$ cat src/rtl/rpg_pkg.sv
package rpg_pkg;
  // CPU-side protection fault type code
  localparam logic [7:0] CPU_FLT_CODE = 8'h01;
  localparam logic [7:0] NO_FLT_CODE  = 8'h00;

  // Configuration words per region / open window slot
  localparam int WORDS_PER_SLOT = 4;
  localparam int FLD_BASE  = 0;
  localparam int FLD_LIMIT = 1;
  localparam int FLD_ATTR  = 2;

  // Attribute bit positions
  localparam int ATTR_EN      = 0;
  localparam int ATTR_RD      = 1;
  localparam int ATTR_WR      = 2;
  localparam int ATTR_TAG_LSB = 4;
endpackage

$ cat src/rtl/rpg_rst_sync.sv
module rpg_rst_sync (
  input  logic clk,
  input  logic rst_n,
  output logic rst_sync_n
);
  logic stage1_q;
  logic stage2_q;

  always_ff @(posedge clk or negedge rst_n) begin
    if (!rst_n) begin
      stage1_q <= 1'b0;
      stage2_q <= 1'b0;
    end else begin
      stage1_q <= 1'b1;
      stage2_q <= stage1_q;
    end
  end

  assign rst_sync_n = stage2_q;
endmodule

$ cat src/rtl/rpg_cfg_regs.sv
module rpg_cfg_regs
  import rpg_pkg::*;
#(
  parameter int NUM_RGN  = 8,
  parameter int NUM_OPEN = 2,
  parameter int AW       = 32,
  parameter int TAGW     = 4,
  parameter int CFG_AW   = 6
) (
  input  logic                           clk,
  input  logic                           rst_n,
  input  logic                           cfg_we,
  input  logic [CFG_AW-1:0]              cfg_addr,
  input  logic [AW-1:0]                  cfg_wdata,
  output logic [NUM_RGN-1:0][AW-1:0]     rgn_base,
  output logic [NUM_RGN-1:0][AW-1:0]     rgn_limit,
  output logic [NUM_RGN-1:0]             rgn_en,
  output logic [NUM_RGN-1:0]             rgn_rd,
  output logic [NUM_RGN-1:0]             rgn_wr,
  output logic [NUM_RGN-1:0][TAGW-1:0]   rgn_tag,
  output logic [NUM_OPEN-1:0][AW-1:0]    opn_base,
  output logic [NUM_OPEN-1:0][AW-1:0]    opn_limit,
  output logic [NUM_OPEN-1:0]            opn_en
);

  // Permission regions
  for (genvar g = 0; g < NUM_RGN; g++) begin : g_rgn
    localparam logic [CFG_AW-1:0] A_BASE = CFG_AW'(g * WORDS_PER_SLOT + FLD_BASE);
    localparam logic [CFG_AW-1:0] A_LIM  = CFG_AW'(g * WORDS_PER_SLOT + FLD_LIMIT);
    localparam logic [CFG_AW-1:0] A_ATTR = CFG_AW'(g * WORDS_PER_SLOT + FLD_ATTR);

    logic            we_base, we_lim, we_attr;
    logic [AW-1:0]   base_q, lim_q;
    logic            en_q, rd_q, wr_q;
    logic [TAGW-1:0] tag_q;

    always_comb begin
      we_base = cfg_we && (cfg_addr == A_BASE);
      we_lim  = cfg_we && (cfg_addr == A_LIM);
      we_attr = cfg_we && (cfg_addr == A_ATTR);
    end

    always_ff @(posedge clk or negedge rst_n) begin
      if (!rst_n) begin
        base_q <= '0;
        lim_q  <= '0;
        en_q   <= 1'b0;
        rd_q   <= 1'b0;
        wr_q   <= 1'b0;
        tag_q  <= '0;
      end else begin
        if (we_base) base_q <= cfg_wdata;
        if (we_lim)  lim_q  <= cfg_wdata;
        if (we_attr) begin
          en_q  <= cfg_wdata[ATTR_EN];
          rd_q  <= cfg_wdata[ATTR_RD];
          wr_q  <= cfg_wdata[ATTR_WR];
          tag_q <= cfg_wdata[ATTR_TAG_LSB +: TAGW];
        end
      end
    end

    assign rgn_base[g]  = base_q;
    assign rgn_limit[g] = lim_q;
    assign rgn_en[g]    = en_q;
    assign rgn_rd[g]    = rd_q;
    assign rgn_wr[g]    = wr_q;
    assign rgn_tag[g]   = tag_q;
  end

  // Open fetch windows
  for (genvar j = 0; j < NUM_OPEN; j++) begin : g_opn
    localparam int SLOT = NUM_RGN + j;
    localparam logic [CFG_AW-1:0] A_BASE = CFG_AW'(SLOT * WORDS_PER_SLOT + FLD_BASE);
    localparam logic [CFG_AW-1:0] A_LIM  = CFG_AW'(SLOT * WORDS_PER_SLOT + FLD_LIMIT);
    localparam logic [CFG_AW-1:0] A_ATTR = CFG_AW'(SLOT * WORDS_PER_SLOT + FLD_ATTR);

    logic          we_base, we_lim, we_attr;
    logic [AW-1:0] base_q, lim_q;
    logic          en_q;

    always_comb begin
      we_base = cfg_we && (cfg_addr == A_BASE);
      we_lim  = cfg_we && (cfg_addr == A_LIM);
      we_attr = cfg_we && (cfg_addr == A_ATTR);
    end

    always_ff @(posedge clk or negedge rst_n) begin
      if (!rst_n) begin
        base_q <= '0;
        lim_q  <= '0;
        en_q   <= 1'b0;
      end else begin
        if (we_base) base_q <= cfg_wdata;
        if (we_lim)  lim_q  <= cfg_wdata;
        if (we_attr) en_q   <= cfg_wdata[ATTR_EN];
      end
    end

    assign opn_base[j]  = base_q;
    assign opn_limit[j] = lim_q;
    assign opn_en[j]    = en_q;
  end

endmodule

$ cat src/rtl/rpg_data_chk.sv
module rpg_data_chk
  import rpg_pkg::*;
#(
  parameter int NUM_RGN = 8,
  parameter int AW      = 32,
  parameter int TAGW    = 4
) (
  input  logic                         clk,
  input  logic                         rst_n,
  input  logic                         acc_vld,
  input  logic [AW-1:0]                acc_addr,
  input  logic [TAGW-1:0]              acc_tag,
  input  logic [NUM_RGN-1:0][AW-1:0]   rgn_base,
  input  logic [NUM_RGN-1:0][AW-1:0]   rgn_limit,
  input  logic [NUM_RGN-1:0]           rgn_en,
  input  logic [NUM_RGN-1:0]           rgn_perm,
  input  logic [NUM_RGN-1:0][TAGW-1:0] rgn_tag,
  output logic                         flt,
  output logic [7:0]                   flt_code,
  output logic [AW-1:0]                flt_addr
);
  localparam logic [NUM_RGN-1:0] ONE_V = NUM_RGN'(1);

  logic [NUM_RGN-1:0] hit;
  logic               any_hit;
  logic               multi_hit;
  logic               flt_d;
  logic [7:0]         code_d;

  // Per-region match vector
  for (genvar g = 0; g < NUM_RGN; g++) begin : g_hit
    assign hit[g] = rgn_en[g] && rgn_perm[g] && (rgn_tag[g] == acc_tag) &&
                    (acc_addr >= rgn_base[g]) && (acc_addr <= rgn_limit[g]);
  end

  // Exactly-one test: nonzero and no second bit set
  always_comb begin
    any_hit   = |hit;
    multi_hit = |(hit & (hit - ONE_V));
    flt_d     = acc_vld && (!any_hit || multi_hit);
    code_d    = flt_d ? CPU_FLT_CODE : NO_FLT_CODE;
  end

  always_ff @(posedge clk or negedge rst_n) begin
    if (!rst_n) begin
      flt      <= 1'b0;
      flt_code <= NO_FLT_CODE;
      flt_addr <= '0;
    end else begin
      flt      <= flt_d;
      flt_code <= code_d;
      if (flt_d) flt_addr <= acc_addr;
    end
  end
endmodule

$ cat src/rtl/rpg_fetch_chk.sv
module rpg_fetch_chk
  import rpg_pkg::*;
#(
  parameter int            NUM_OPEN = 2,
  parameter int            AW       = 32,
  parameter logic [AW-1:0] PROT_LO  = '0,
  parameter logic [AW-1:0] PROT_HI  = '0
) (
  input  logic                        clk,
  input  logic                        rst_n,
  input  logic                        acc_vld,
  input  logic [AW-1:0]               acc_addr,
  input  logic [NUM_OPEN-1:0][AW-1:0] opn_base,
  input  logic [NUM_OPEN-1:0][AW-1:0] opn_limit,
  input  logic [NUM_OPEN-1:0]         opn_en,
  output logic                        flt,
  output logic [7:0]                  flt_code,
  output logic [AW-1:0]               flt_addr
);
  logic [NUM_OPEN-1:0] opn_hit;
  logic                in_fixed;
  logic                flt_d;
  logic [7:0]          code_d;

  for (genvar j = 0; j < NUM_OPEN; j++) begin : g_opn_hit
    assign opn_hit[j] = opn_en[j] && (acc_addr >= opn_base[j]) &&
                        (acc_addr <= opn_limit[j]);
  end

  always_comb begin
    in_fixed = (acc_addr >= PROT_LO) && (acc_addr <= PROT_HI);
    flt_d    = acc_vld && !in_fixed && !(|opn_hit);
    code_d   = flt_d ? CPU_FLT_CODE : NO_FLT_CODE;
  end

  always_ff @(posedge clk or negedge rst_n) begin
    if (!rst_n) begin
      flt      <= 1'b0;
      flt_code <= NO_FLT_CODE;
      flt_addr <= '0;
    end else begin
      flt      <= flt_d;
      flt_code <= code_d;
      if (flt_d) flt_addr <= acc_addr;
    end
  end
endmodule

$ cat src/rtl/rpg_guard.sv
module rpg_guard
  import rpg_pkg::*;
#(
  parameter int            NUM_RGN  = 8,
  parameter int            NUM_OPEN = 2,
  parameter int            AW       = 32,
  parameter int            TAGW     = 4,
  parameter logic [AW-1:0] PROT_LO  = AW'(32'h0000_1000),
  parameter logic [AW-1:0] PROT_HI  = AW'(32'h0000_1FFF),
  localparam int           CFG_AW   = $clog2((NUM_RGN + NUM_OPEN) * WORDS_PER_SLOT)
) (
  input  logic              clk,
  input  logic              rst_n,
  input  logic              cfg_we,
  input  logic [CFG_AW-1:0] cfg_addr,
  input  logic [AW-1:0]     cfg_wdata,
  input  logic              pf_vld,
  input  logic [AW-1:0]     pf_addr,
  input  logic              dr0_vld,
  input  logic [AW-1:0]     dr0_addr,
  input  logic [TAGW-1:0]   dr0_tag,
  input  logic              dr1_vld,
  input  logic [AW-1:0]     dr1_addr,
  input  logic [TAGW-1:0]   dr1_tag,
  input  logic              dw_vld,
  input  logic [AW-1:0]     dw_addr,
  input  logic [TAGW-1:0]   dw_tag,
  output logic              pf_flt,
  output logic [7:0]        pf_flt_code,
  output logic [AW-1:0]     pf_flt_addr,
  output logic              dr0_flt,
  output logic [7:0]        dr0_flt_code,
  output logic [AW-1:0]     dr0_flt_addr,
  output logic              dr1_flt,
  output logic [7:0]        dr1_flt_code,
  output logic [AW-1:0]     dr1_flt_addr,
  output logic              dw_flt,
  output logic [7:0]        dw_flt_code,
  output logic [AW-1:0]     dw_flt_addr
);

  logic                         rst_sync_n;
  logic [NUM_RGN-1:0][AW-1:0]   rgn_base;
  logic [NUM_RGN-1:0][AW-1:0]   rgn_limit;
  logic [NUM_RGN-1:0]           rgn_en;
  logic [NUM_RGN-1:0]           rgn_rd;
  logic [NUM_RGN-1:0]           rgn_wr;
  logic [NUM_RGN-1:0][TAGW-1:0] rgn_tag;
  logic [NUM_OPEN-1:0][AW-1:0]  opn_base;
  logic [NUM_OPEN-1:0][AW-1:0]  opn_limit;
  logic [NUM_OPEN-1:0]          opn_en;

  rpg_rst_sync u_rst (
    .clk        (clk),
    .rst_n      (rst_n),
    .rst_sync_n (rst_sync_n)
  );

  rpg_cfg_regs #(
    .NUM_RGN  (NUM_RGN),
    .NUM_OPEN (NUM_OPEN),
    .AW       (AW),
    .TAGW     (TAGW),
    .CFG_AW   (CFG_AW)
  ) u_cfg (
    .clk       (clk),
    .rst_n     (rst_sync_n),
    .cfg_we    (cfg_we),
    .cfg_addr  (cfg_addr),
    .cfg_wdata (cfg_wdata),
    .rgn_base  (rgn_base),
    .rgn_limit (rgn_limit),
    .rgn_en    (rgn_en),
    .rgn_rd    (rgn_rd),
    .rgn_wr    (rgn_wr),
    .rgn_tag   (rgn_tag),
    .opn_base  (opn_base),
    .opn_limit (opn_limit),
    .opn_en    (opn_en)
  );

  rpg_fetch_chk #(
    .NUM_OPEN (NUM_OPEN),
    .AW       (AW),
    .PROT_LO  (PROT_LO),
    .PROT_HI  (PROT_HI)
  ) u_pf (
    .clk       (clk),
    .rst_n     (rst_sync_n),
    .acc_vld   (pf_vld),
    .acc_addr  (pf_addr),
    .opn_base  (opn_base),
    .opn_limit (opn_limit),
    .opn_en    (opn_en),
    .flt       (pf_flt),
    .flt_code  (pf_flt_code),
    .flt_addr  (pf_flt_addr)
  );

  rpg_data_chk #(
    .NUM_RGN (NUM_RGN),
    .AW      (AW),
    .TAGW    (TAGW)
  ) u_dr0 (
    .clk       (clk),
    .rst_n     (rst_sync_n),
    .acc_vld   (dr0_vld),
    .acc_addr  (dr0_addr),
    .acc_tag   (dr0_tag),
    .rgn_base  (rgn_base),
    .rgn_limit (rgn_limit),
    .rgn_en    (rgn_en),
    .rgn_perm  (rgn_rd),
    .rgn_tag   (rgn_tag),
    .flt       (dr0_flt),
    .flt_code  (dr0_flt_code),
    .flt_addr  (dr0_flt_addr)
  );

  rpg_data_chk #(
    .NUM_RGN (NUM_RGN),
    .AW      (AW),
    .TAGW    (TAGW)
  ) u_dr1 (
    .clk       (clk),
    .rst_n     (rst_sync_n),
    .acc_vld   (dr1_vld),
    .acc_addr  (dr1_addr),
    .acc_tag   (dr1_tag),
    .rgn_base  (rgn_base),
    .rgn_limit (rgn_limit),
    .rgn_en    (rgn_en),
    .rgn_perm  (rgn_rd),
    .rgn_tag   (rgn_tag),
    .flt       (dr1_flt),
    .flt_code  (dr1_flt_code),
    .flt_addr  (dr1_flt_addr)
  );

  rpg_data_chk #(
    .NUM_RGN (NUM_RGN),
    .AW      (AW),
    .TAGW    (TAGW)
  ) u_dw (
    .clk       (clk),
    .rst_n     (rst_sync_n),
    .acc_vld   (dw_vld),
    .acc_addr  (dw_addr),
    .acc_tag   (dw_tag),
    .rgn_base  (rgn_base),
    .rgn_limit (rgn_limit),
    .rgn_en    (rgn_en),
    .rgn_perm  (rgn_wr),
    .rgn_tag   (rgn_tag),
    .flt       (dw_flt),
    .flt_code  (dw_flt_code),
    .flt_addr  (dw_flt_addr)
  );

endmodule

$ cat config.mk
export PLATFORM = sky130hd
export DESIGN_NAME = rpg_guard
export DESIGN_NICKNAME = d
export VERILOG_FILES = /design/src/rtl/rpg_pkg.sv /design/src/rtl/rpg_rst_sync.sv /design/src/rtl/rpg_cfg_regs.sv /design/src/rtl/rpg_data_chk.sv /design/src/rtl/rpg_fetch_chk.sv /design/src/rtl/rpg_guard.sv
export SDC_FILE = /design/constraint.sdc
export NUM_CORES = 2
export LEC_CHECK = 0
export ABC_AREA = 1
export BUFFER_PORTS_ARGS = -buffer_cell sky130_fd_sc_hd__buf_4
export CORE_ASPECT_RATIO = 1.25
export CORE_MARGIN = 4
export CORE_UTILIZATION = 45
export DETAILED_ROUTE_END_ITERATION = 12
export GPL_TIMING_DRIVEN = 0
export PLACE_DENSITY = 0.68
export SETUP_SLACK_MARGIN = 0.02
export SYNTH_ARGS = -nofsm -noshare
export SYNTH_HDL_FRONTEND = slang
export SYNTH_HIERARCHICAL = 1
export SYNTH_SLANG_ARGS = --single-unit
$ cat constraint.sdc
create_clock -name clk -period 37.7 [get_ports clk]
set_input_delay 1.885 -clock clk [delete_from_list [all_inputs] [get_ports clk]]
set_output_delay 1.885 -clock clk [all_outputs]
set_load 0.01 [all_outputs]
==> run summary <==
outcome -> finished with violations
maximum count of clock buffers along a single path -> 3
clock buffers created by TritonCTS -> 98
horizontal die dimension -> 383 µm
detailed-route wire length per cell -> 24.2 µm
final-report hold violation count -> 0
FF-to-FF path depth -> 18
cell with the biggest individual delay on the critical path -> a21oi_1
core outline area -> 0.175 mm²
share of the yosys chip area belonging to registers -> 26.3%
combined area of all synthesized cells -> 0.0793 mm²
number of buffers inserted by port buffering -> 282
Worst VDD drop -> 0.0000361 V
total leakage power -> 0.0466 µW
area growth from synthesis to layout -> 11.9%
post-layout instance area -> 0.0887 mm²
Pwr Density -> 38.3 mW/mm²
number of max-capacitance violations reported -> 1
Post-Route Skew -> 0.0397 ns
Die Outline Area -> 0.183 mm²
data arrival time of the worst path -> 5.44 ns
routability cong. -> 0.991
initial antenna violation count -> 31
# H-tree levels -> 3
clock sink count -> 832
number of buffers inserted by post-CTS setup repair -> 0
failing checks -> max-capacitance violations
Max-slew headroom -> 0.451%
delay contributed by the slowest stage of the critical path -> 0.54 ns
clk_lat worst skew -> 0.79 ns
clock input transition at the sequential cells of the worst setup and hold paths -> 0.06 ns
Antenna Violating Nets Remaining -> 0
start point of the worst hold path -> u_rst/stage1_q$_DFF_PN0_
hold slack final -> 0.339 ns
instance area at placement -> 0.0850 mm²
leading register cell type out of synthesis -> dfrtp_1
Setup CP Type -> in2reg
number of global-route vias before repair -> 74400
peak fanout along the critical path -> 17
final wirelength -> 341000 µm
accumulated negative setup slack -> 0 ns
overall routing resource usage -> 36.0%
worst-case hold path end point -> u_rst/rst_sync_n$_DFF_PN0_
number of vias in the routed layout -> 78500
most frequent standard cell in the layout excluding fill and tap cells -> nand2_1
DRC violation count after routing -> 0
clock tree from TritonCTS -> built
Synth Warn # -> 6
Reg2Reg Setup Slack -> 33.94 ns
highest-count cells in the layout ignoring fill and taps -> nand2_1, inv_1, ha_1
post-synthesis register bit count -> 832
pre-CTS setup slack -> 32.32 ns
share of flip-flops with an asynchronous set or reset -> 100%
launch instance of the worst register-to-register path -> u_cfg/g_rgn[5].lim_q[31]$_DFFE_PN0P_
total placed cells including tap cells -> 13900
Iter 0 DRT Violations -> 7822
fraction of final layout cells with drive strength greater than 1 -> 8.19%
unrepaired setup endpoints after global routing -> false
starting density of the core -> 45.2%
average vias per placed instance -> 5.57
GRT overflow -> 0
pin count of the biggest net entering global routing -> 69
final setup margin -> 32.90 ns
CTS Root Buffer Type -> clkbuf_16
CP Cell Sequence -> buf_4 -> ha_1 -> a21o_1 -> o21bai_1 -> nand3_1 -> a21oi_1 -> nand3_1 -> nand3_1 -> nand2_1 -> inv_1 -> nand2_1 -> nand2_2 -> nand3_4 -> buf_4 -> nand3_1 -> nand2_1
final cell count without fillers -> 14100
instance count along the most critical hold path -> 0
final max-slew violation count -> 0
Post-Synthesis Mean Instance Area -> 7.08 µm²
final-stage net count -> 13500
maximum achievable frequency -> 0.208 GHz
data required time of the critical path -> 38.34 ns
Die Y-Extent -> 477 µm
post-cts resize count -> 0
library cells used by synthesis -> 47
EDFF count, synth -> 0
Final Cycle Share -> 12.7%
crit-path most repeated cell -> nand3_1
post-cts hold buffer count -> 0
first-pass GRT wire length -> 484000 µm
endpoint class of the critical path -> flip-flop
number of core rows -> 172
minimum clock period after layout -> 4.80 ns
dpl hpwl -> 246000 µm
capture instance of the worst register-to-register path -> u_dr1/flt_addr[16]$_DFFE_PN0P_
iteration count of the initial detailed-routing pass -> 7
path class of the lowest-slack min-delay path -> reg2reg
number of primary I/O pins -> 349
final setup violation count -> 0
element type at the critical path start -> primary input
slew at the pin closest to its max-slew limit -> 1.49 ns
Post-Synthesis Cells -> 11200
[worst max-delay path by stage]
stage                                                end  slack [ns]                  startpoint  depth (start not counted)
CTS                       u_dr1/flt_addr[15]$_DFFE_PN0P_       33.12                dr1_addr[19]                         16
global placement     u_cfg/g_rgn[1].tag_q[1]$_DFFE_PN0P_        1.58  u_rst/rst_sync_n$_DFF_PN0_                          0
finish                    u_dr1/flt_addr[16]$_DFFE_PN0P_       32.90                dr1_addr[19]                         16
global route               u_dw/flt_addr[16]$_DFFE_PN0P_       32.88                 dw_addr[31]                         16
detailed placement        u_dr1/flt_addr[15]$_DFFE_PN0P_       32.32                dr1_addr[19]                         16
floorplan           u_cfg/g_opn[0].base_q[0]$_DFFE_PN0P_       12.79  u_rst/rst_sync_n$_DFF_PN0_                          0
[routing by layer]
metal	global-route usage (%)	routed length (µm)	up-vias
li1	-	-	36500
met1	41.9	125000	36700
met2	56.3	149000	3970
met3	8.82	34500	1255
met4	29.0	32600	22
met5	0	138	-
[Yosys cell counts (70+ instances only)]
cell type  instances  area [µm²]
nand4_1          152         951
inv_1           2011        7550
buf_2            142         711
o21a_1            70         526
clkbuf_1         124         465
dfrtp_1          832       20800
buf_4             82         616
nand2_2          106         663
ha_1            1664       20800
nand2_1         3460       13000
o21ai_0          185         926
nand3_1          736        3680
nor2_1           544        2040
a21oi_1          766        3830
[worst max-delay path: cells and delay by family]
| family | cells | cell delay [ns] |
|---|---|---|
| AND/OR/NAND/NOR | 9 | 1.50 |
| AO/OA/AOI/OAI | 3 | 0.88 |
| buffers and inverters | 3 | 0.78 |
| adder cells (fa/ha/maj) | 1 | 0.35 |
[layout make-up]
class	instances	area [µm²]
antenna	22	55.1
fill	17200	86700
timing repair buffer	304	2640
multi-input combinational	7983	48800
tap	2349	2940
clock inverter	57	872
inverter	2036	7640
clock buffer	128	2790
sequential	832	20800
buffer	374	2150
[state kept, by name, indices dropped and copies added (netlist names), 32 cells and up]
register,flops
u_cfg/g_rgn.base_q,256
u_cfg/g_opn.base_q,64
u_cfg/g_opn.lim_q,64
u_pf/flt_addr,32
u_dr1/flt_addr,32
u_dr0/flt_addr,32
u_cfg/g_rgn.tag_q,32
u_dw/flt_addr,32
u_cfg/g_rgn.lim_q,256
[stage by stage]
stage,total power (µW),util (%)
floorplan,1860,-
global placement,2210,48.1
detailed placement,2280,48.5
CTS,3380,50.5
global route,3600,50.5
finish,3400,50.6
[power breakdown]
group / switching [µW] / internal (µW)
Combinational: 748 / 431
Sequential: 124 / 1000
Clock: 453 / 642
[cells by family (layout without fill, tap and decap cells)]
family                     Yosys count  count (layout)  synth area share, %
adders and majority gates         1664            1664                 26.3
DFF                                832             832                 26.3
other                                5              51               0.0237
xor gates and xnor gates            15              15                0.166
and+or+nand+nor                   5107            5107                 26.9
AOI/OAI and AO/OA                 1168            1168                 8.08
buffers and inverters             2410            2899                 12.3
Note: power is estimated with default switching activity, not from simulation.
